<file path="src/rtl/err_stat_pkg.sv">
package err_stat_pkg;

    localparam int CNT_W     = 16;
    localparam int ADDR_W    = 5;
    localparam int NUM_CH    = 4;
    localparam int GROUP_LEN = 6;
    localparam int BASE_ADDR = 22;

    typedef enum logic [1:0] {
        CH_SYMBOL  = 2'd0,
        CH_PREEOF  = 2'd1,
        CH_EOF10   = 2'd2,
        CH_JABBER  = 2'd3
    } chan_e;

    typedef struct packed {
        logic             en;
        logic [ADDR_W-1:0] addr;
    } rd_req_t;

    // Next value of a saturating clear-on-read counter.
    function automatic logic [CNT_W-1:0] sat_step(
        input logic [CNT_W-1:0] cur,
        input logic             evt,
        input logic             clr
    );
        logic [CNT_W-1:0] top_val;
        top_val = '1;
        if (clr)
            sat_step = evt ? CNT_W'(1) : '0;
        else if (evt && cur != top_val)
            sat_step = cur + CNT_W'(1);
        else
            sat_step = cur;
    endfunction

    // True when the address selects channel idx.
    function automatic logic addr_hits(
        input logic [ADDR_W-1:0] addr,
        input int                base,
        input int                idx
    );
        addr_hits = (addr == ADDR_W'(base + idx));
    endfunction

endpackage

</file>
<file path="src/rtl/err_sym_grouper.sv">
module err_sym_grouper
    import err_stat_pkg::*;
#(
    parameter int GRP = GROUP_LEN
) (
    input  logic clk,
    input  logic rst,
    input  logic frame_active,
    input  logic sym_strobe,
    input  logic sym_bad,
    output logic grp_evt
);
    localparam int RUN_W = (GRP > 1) ? $clog2(GRP) : 1;

    logic [RUN_W-1:0] run_q;
    logic             bad_hit;
    logic             good_hit;

    always_comb begin
        bad_hit  = frame_active && sym_strobe && sym_bad;
        good_hit = frame_active && sym_strobe && !sym_bad;
        grp_evt  = bad_hit && (run_q == RUN_W'(GRP - 1));
    end

    always_ff @(posedge clk) begin
        if (rst || !frame_active || good_hit) begin
            run_q <= '0;
        end else if (bad_hit) begin
            if (run_q == RUN_W'(GRP - 1))
                run_q <= '0;
            else
                run_q <= run_q + RUN_W'(1);
        end
    end

endmodule

</file>
<file path="src/rtl/err_sat_counter.sv">
module err_sat_counter
    import err_stat_pkg::*;
#(
    parameter int W = CNT_W
) (
    input  logic         clk,
    input  logic         rst,
    input  logic         evt,
    input  logic         clr,
    output logic [W-1:0] cnt
);
    logic [W-1:0] cnt_q;
    logic [W-1:0] cnt_d;
    logic [W-1:0] full_val;

    always_comb begin
        full_val = '1;
        if (clr)
            cnt_d = evt ? W'(1) : '0;
        else if (evt && cnt_q != full_val)
            cnt_d = cnt_q + W'(1);
        else
            cnt_d = cnt_q;
    end

    always_ff @(posedge clk) begin
        if (rst)
            cnt_q <= '0;
        else
            cnt_q <= cnt_d;
    end

    assign cnt = cnt_q;

endmodule

</file>
<file path="src/rtl/err_read_mux.sv">
module err_read_mux
    import err_stat_pkg::*;
#(
    parameter int W     = CNT_W,
    parameter int AW    = ADDR_W,
    parameter int NCH   = NUM_CH,
    parameter int BASE  = BASE_ADDR
) (
    input  logic                  clk,
    input  logic                  rst,
    input  logic                  rd_en,
    input  logic [AW-1:0]         rd_addr,
    input  logic [NCH-1:0][W-1:0] cnt,
    output logic [NCH-1:0]        clr,
    output logic [W-1:0]          rd_data,
    output logic                  rd_valid
);
    logic [W-1:0] sel_val;

    always_comb begin
        sel_val = '0;
        for (int i = 0; i < NCH; i++) begin
            clr[i] = rd_en && (rd_addr == AW'(BASE + i));
            if (rd_addr == AW'(BASE + i))
                sel_val = sel_val | cnt[i];
        end
    end

    always_ff @(posedge clk) begin
        if (rst) begin
            rd_data  <= '0;
            rd_valid <= 1'b0;
        end else begin
            rd_valid <= rd_en;
            if (rd_en)
                rd_data <= sel_val;
        end
    end

endmodule

</file>
<file path="src/rtl/phy_err_stat_bank.sv">
module phy_err_stat_bank
    import err_stat_pkg::*;
#(
    parameter int CW   = CNT_W,
    parameter int AW   = ADDR_W,
    parameter int GRP  = GROUP_LEN,
    parameter int BASE = BASE_ADDR
) (
    input  logic          clk,
    input  logic          rst,
    input  logic          frame_active,
    input  logic          sym_strobe,
    input  logic          sym_bad,
    input  logic          pre_eof_100,
    input  logic          eof_err_10,
    input  logic          jabber_10,
    input  logic          rd_en,
    input  logic [AW-1:0] rd_addr,
    output logic [CW-1:0] rd_data,
    output logic          rd_valid
);
    localparam int NCH = NUM_CH;

    logic                  sym_grp_evt;
    logic [NCH-1:0]        ch_evt;
    logic [NCH-1:0]        ch_clr;
    logic [NCH-1:0][CW-1:0] ch_cnt;

    err_sym_grouper #(.GRP(GRP)) u_grouper (
        .clk          (clk),
        .rst          (rst),
        .frame_active (frame_active),
        .sym_strobe   (sym_strobe),
        .sym_bad      (sym_bad),
        .grp_evt      (sym_grp_evt)
    );

    always_comb begin
        ch_evt[CH_SYMBOL] = sym_grp_evt;
        ch_evt[CH_PREEOF] = pre_eof_100;
        ch_evt[CH_EOF10]  = eof_err_10;
        ch_evt[CH_JABBER] = jabber_10;
    end

    for (genvar g = 0; g < NCH; g++) begin : g_ch
        err_sat_counter #(.W(CW)) u_cnt (
            .clk (clk),
            .rst (rst),
            .evt (ch_evt[g]),
            .clr (ch_clr[g]),
            .cnt (ch_cnt[g])
        );
    end

    err_read_mux #(.W(CW), .AW(AW), .NCH(NCH), .BASE(BASE)) u_rdmux (
        .clk      (clk),
        .rst      (rst),
        .rd_en    (rd_en),
        .rd_addr  (rd_addr),
        .cnt      (ch_cnt),
        .clr      (ch_clr),
        .rd_data  (rd_data),
        .rd_valid (rd_valid)
    );

endmodule

</file>
<file path="config.mk">
export PLATFORM = sky130hd
export DESIGN_NAME = phy_err_stat_bank
export DESIGN_NICKNAME = d
export VERILOG_FILES = /design/src/rtl/err_stat_pkg.sv /design/src/rtl/err_sym_grouper.sv /design/src/rtl/err_sat_counter.sv /design/src/rtl/err_read_mux.sv /design/src/rtl/phy_err_stat_bank.sv
export SDC_FILE = /design/constraint.sdc
export NUM_CORES = 1
export LEC_CHECK = 0
export CELL_PAD_IN_SITES_DETAIL_PLACEMENT = 0
export CELL_PAD_IN_SITES_GLOBAL_PLACEMENT = 1
export CORE_ASPECT_RATIO = 0.7
export CORE_UTILIZATION = 47
export CTS_BUF_LIST = sky130_fd_sc_hd__clkbuf_8
export DETAILED_ROUTE_END_ITERATION = 10
export MAX_ROUTING_LAYER = met4
export PLACE_DENSITY_LB_ADDON = 0.3
export REMOVE_ABC_BUFFERS = 1
export SLEW_MARGIN = 20
export SYNTH_ARGS = -nofsm -noshare
export SYNTH_HDL_FRONTEND = slang
export SYNTH_SLANG_ARGS = --single-unit
export TNS_END_PERCENT = 20
</file>
<file path="constraint.sdc">
create_clock -name clk -period 2 [get_ports clk]
set_input_delay 0.4 -clock clk [delete_from_list [all_inputs] [get_ports clk]]
set_output_delay 0.4 -clock clk [all_outputs]
set_load 0.01 [all_outputs]
</file>
==> results of run 1 <==
per-stage QoR:
step                cells  setup TNS, ps  worst slack [ps]  area (µm²)
floorplan             511         -15090              -535        4450
global placement      723          -6750              -210        5380
detailed placement    723          -8520              -262        5380
CTS                   738              0               117        5580
global route          738              0              6.28        5590
finish                738              0              94.4        5590
cell usage in the layout, fill, tap and decap left out, types with 5 or more instances in the layout:
cell / instances
a21oi_1: 56
a22oi_1: 16
a311oi_1: 15
a32oi_1: 15
and3_1: 12
and4_1: 10
buf_4: 55
clkbuf_8: 12
clkdlybuf4s50_1: 30
dfxtp_1: 84
inv_1: 16
nand2_1: 32
nand2b_1: 5
nand3_1: 34
nand4_1: 15
nor2_1: 23
nor3_1: 7
nor4_1: 5
o211ai_1: 5
o21ai_0: 14
o31ai_1: 33
or3_1: 16
or4_1: 34
path summary, 6_finish.rpt:
check,start,end,slack (ps),depth (start not counted)
setup / recovery,rd_addr[1],u_rdmux.rd_data[3],90,5
hold / removal,u_rdmux.rd_data[11],u_rdmux.rd_data[11],480,2
setup reg to reg,g_ch[2].u_cnt.cnt[1],g_ch[2].u_cnt.cnt[3],100,5
hold reg to reg,u_rdmux.rd_data[11],u_rdmux.rd_data[11],480,2
metal layers:
metal	track usage	up-vias	wire length, µm
li1	-	2314	-
met1	0.398	2370	6440
met2	0.418	193	5830
met3	0.0476	19	1020
met4	0.0750	0	145
met5	-	-	0
worst register-to-register path: cells and delay by family, from the launching register on:
kind,cells,cell delay (ps)
AOI/OAI and AO/OA,1,150
adders and majority gates,1,240
DFF,1,370
and+or+nand+nor,3,1090
registers in the layout (all words and copies together) (netlist names):
name,flops
g_ch.u_cnt.cnt,64
u_rdmux.rd_data,16
u_grouper.run_q,3
u_rdmux.rd_valid,1
final cells by class:
cell class	instances	area [µm²]
tap	124	155
inverter	14	52.6
clock buffer	12	165
sequential	84	1680
fill	834	3660
timing repair buffer	88	773
multi-input combinational	413	2730
clock inverter	3	37.5
timing repair:
action	in CTS	in global routing
hold endpoints to repair	0	0
gates resized for setup	0	1
setup buffers	0	0
endpoints found under the setup margin	0	1
where the power goes:
group / leakage (µW) / total [µW] / switching [µW] / internal, µW
Clock: 0.000111 / 1260 / 592 / 665
Combinational: 0.00104 / 284 / 141 / 142
Sequential: 0.000681 / 1720 / 21.8 / 1700
cells by family (layout without fill, tap and decap cells):
logic type | count (synthesis) | after routing | share of synthesized area
flops | 84 | 84 | 0.367
compound gates | 179 | 179 | 0.266
fa+ha+maj | 4 | 4 | 0.0109
buf+inv | 44 | 117 | 0.0404
simple gates | 227 | 227 | 0.309
mux | 3 | 3 | 0.00683
==> run summary, run 1 <==
- **Overall Power** 3260 µW
- **initial core utilization** 0.495
- **vias in the first global route** 4311
- **core area** 9250 µm²
- **yosys warns** 0
- **WP buf/inv** 2
- **sequential share of the synthesized area** 0.367
- **average size of a mapped cell** 8.46 µm²
- **clock-pin slew on the worst setup and hold paths** 70 ps
- **predominant post-synthesis flop cell** dfxtp_1
- **number of antenna cells inserted** 0
- **residual antenna-violating net count after detailed routing** 0
- **clock latency at the later pin of the worst-skew pair** 370 ps
- **Clock Root Buffer** clkbuf_8
- **leakage power** 0.00183 µW
- **Synth area leader** dfxtp_1
- **height of the die** 84.6 µm
- **I/O Buffers** 30
- **WL per Instance** 18.2 µm
- **total via count after detailed routing** 4896
- **buffer depth of the longest clock path** 2
- **required time at the worst-slack endpoint** 2270 ps
- **die area** 10100 µm²
- **detailed-route DRC error count** 0
- **Total Nets Final** 628
- **worst hold slack** 483 ps
- **iteration count of the initial detailed-routing pass** 5
- **post-synth top area share** 0.367
- **number of buffers inserted for hold repair after clock tree synthesis** 0
- **slew at the pin closest to its max-slew limit** 561 ps
- **number of buffers created by CTS** 9
- **count of different cell masters after synthesis** 59
- **cells along the critical path** clkdlybuf4s50_1, nor4bb_4, buf_4, a32oi_1, a311oi_1
- **class of the most critical setup path** input port to flip-flop
- **total count of hold-check failures in the final report** 0
- **final period demand of the worst path** 1910 ps
- **number of top-level pins** 31
- **delay-heaviest family, CP** buffers and inverters
- **CTS Sinks** 84
- **maximum level of the CTS H-tree** 3
- **Fmax** 0.525 GHz
- **status** finished clean
- **violation count after the first detailed-routing iteration** 463
- **clock tree from TritonCTS** done
- **Die X-Extent** 120 µm
- **Worst setup EP type** flip-flop
- **Synth area leaders** dfxtp_1 (37%), a21oi_1 (6.1%), or4_1 (5.6%)
- **fraction of layout instances using a drive strength above 1** 0.142
- **placed wire-length estimate** 9970 µm
- **final wirelength** 13400 µm
- **portion of the clock cycle consumed by the worst path in the final layout** 0.953
- **area of the mapped netlist** 4580 µm²
- **critical path data arrival time** 2170 ps
- **master of the slowest instance on the critical path** clkdlybuf4s50_1
- **pin count of the biggest net entering global routing** 28
- **Tightest Hold Check Type** flip-flop to flip-flop
- **Post-synth ARST share** 0
- **gpl congestion** 0.878
- **most frequent cell after synthesis** dfxtp_1
- **# rows** 29
- **global-route wire length before repair** 22000 µm
- **headroom to the max-slew limit** 0.623
- **worst-path maximum fanout** 18
- **power per unit of standard cell area** 583 nW/µm²
- **Final Skew** 7.62 ps
- **initial antenna violation count** 0
- **Worst IR Drop VDD** 0.328 mV
- **gr usage total** 0.284
- **max-cap viol count** 0
- **number of synthesized flops with an enable pin** 0
- **unrepaired setup endpoints after global routing** no
- **stage delay of the slowest cell on the critical path** 600 ps
- **Layout Area Growth over Synthesis** 22.1%
- **#FFs+latches synth** 84
- **Final Core Density** 0.604
- **final count of pins violating max slew** 0
- **via density per instance** 6.63
- **global-route congestion overflow total** 0
- **final setup vio count** 0
- **cell count after synthesis** 541
- **most frequent cells after synthesis** dfxtp_1 (84), a21oi_1 (56), nand3_1 (34), or4_1 (34), o31ai_1 (33)
- **Critical Path Source Type** input port
No activity file was read; power rests on OpenSTA's default activity.
==> run 2: changes to the inputs <==
--- a/config.mk
+++ b/config.mk
@@ -11,6 +11,7 @@
 export CORE_UTILIZATION = 47
 export CTS_BUF_LIST = sky130_fd_sc_hd__clkbuf_8
 export DETAILED_ROUTE_END_ITERATION = 10
+export HOLD_SLACK_MARGIN = 0.1
 export MAX_ROUTING_LAYER = met4
 export PLACE_DENSITY_LB_ADDON = 0.3
 export REMOVE_ABC_BUFFERS = 1
==> results of run 2 <==
No change in the layout: final DEF, timing and power equal those of run 1.
==> run 3: changes to the inputs <==
--- a/config.mk
+++ b/config.mk
@@ -5,6 +5,7 @@
 export SDC_FILE = /design/constraint.sdc
 export NUM_CORES = 1
 export LEC_CHECK = 0
+export ABC_AREA = 0
 export CELL_PAD_IN_SITES_DETAIL_PLACEMENT = 0
 export CELL_PAD_IN_SITES_GLOBAL_PLACEMENT = 1
 export CORE_ASPECT_RATIO = 0.7
@@ -15,7 +16,7 @@
 export MAX_ROUTING_LAYER = met4
 export PLACE_DENSITY_LB_ADDON = 0.3
 export REMOVE_ABC_BUFFERS = 1
-export SLEW_MARGIN = 20
+export SLEW_MARGIN = 5
 export SYNTH_ARGS = -nofsm -noshare
 export SYNTH_HDL_FRONTEND = slang
 export SYNTH_SLANG_ARGS = --single-unit
==> results of run 3 <==
No change in the layout: final DEF, timing and power equal those of run 1.
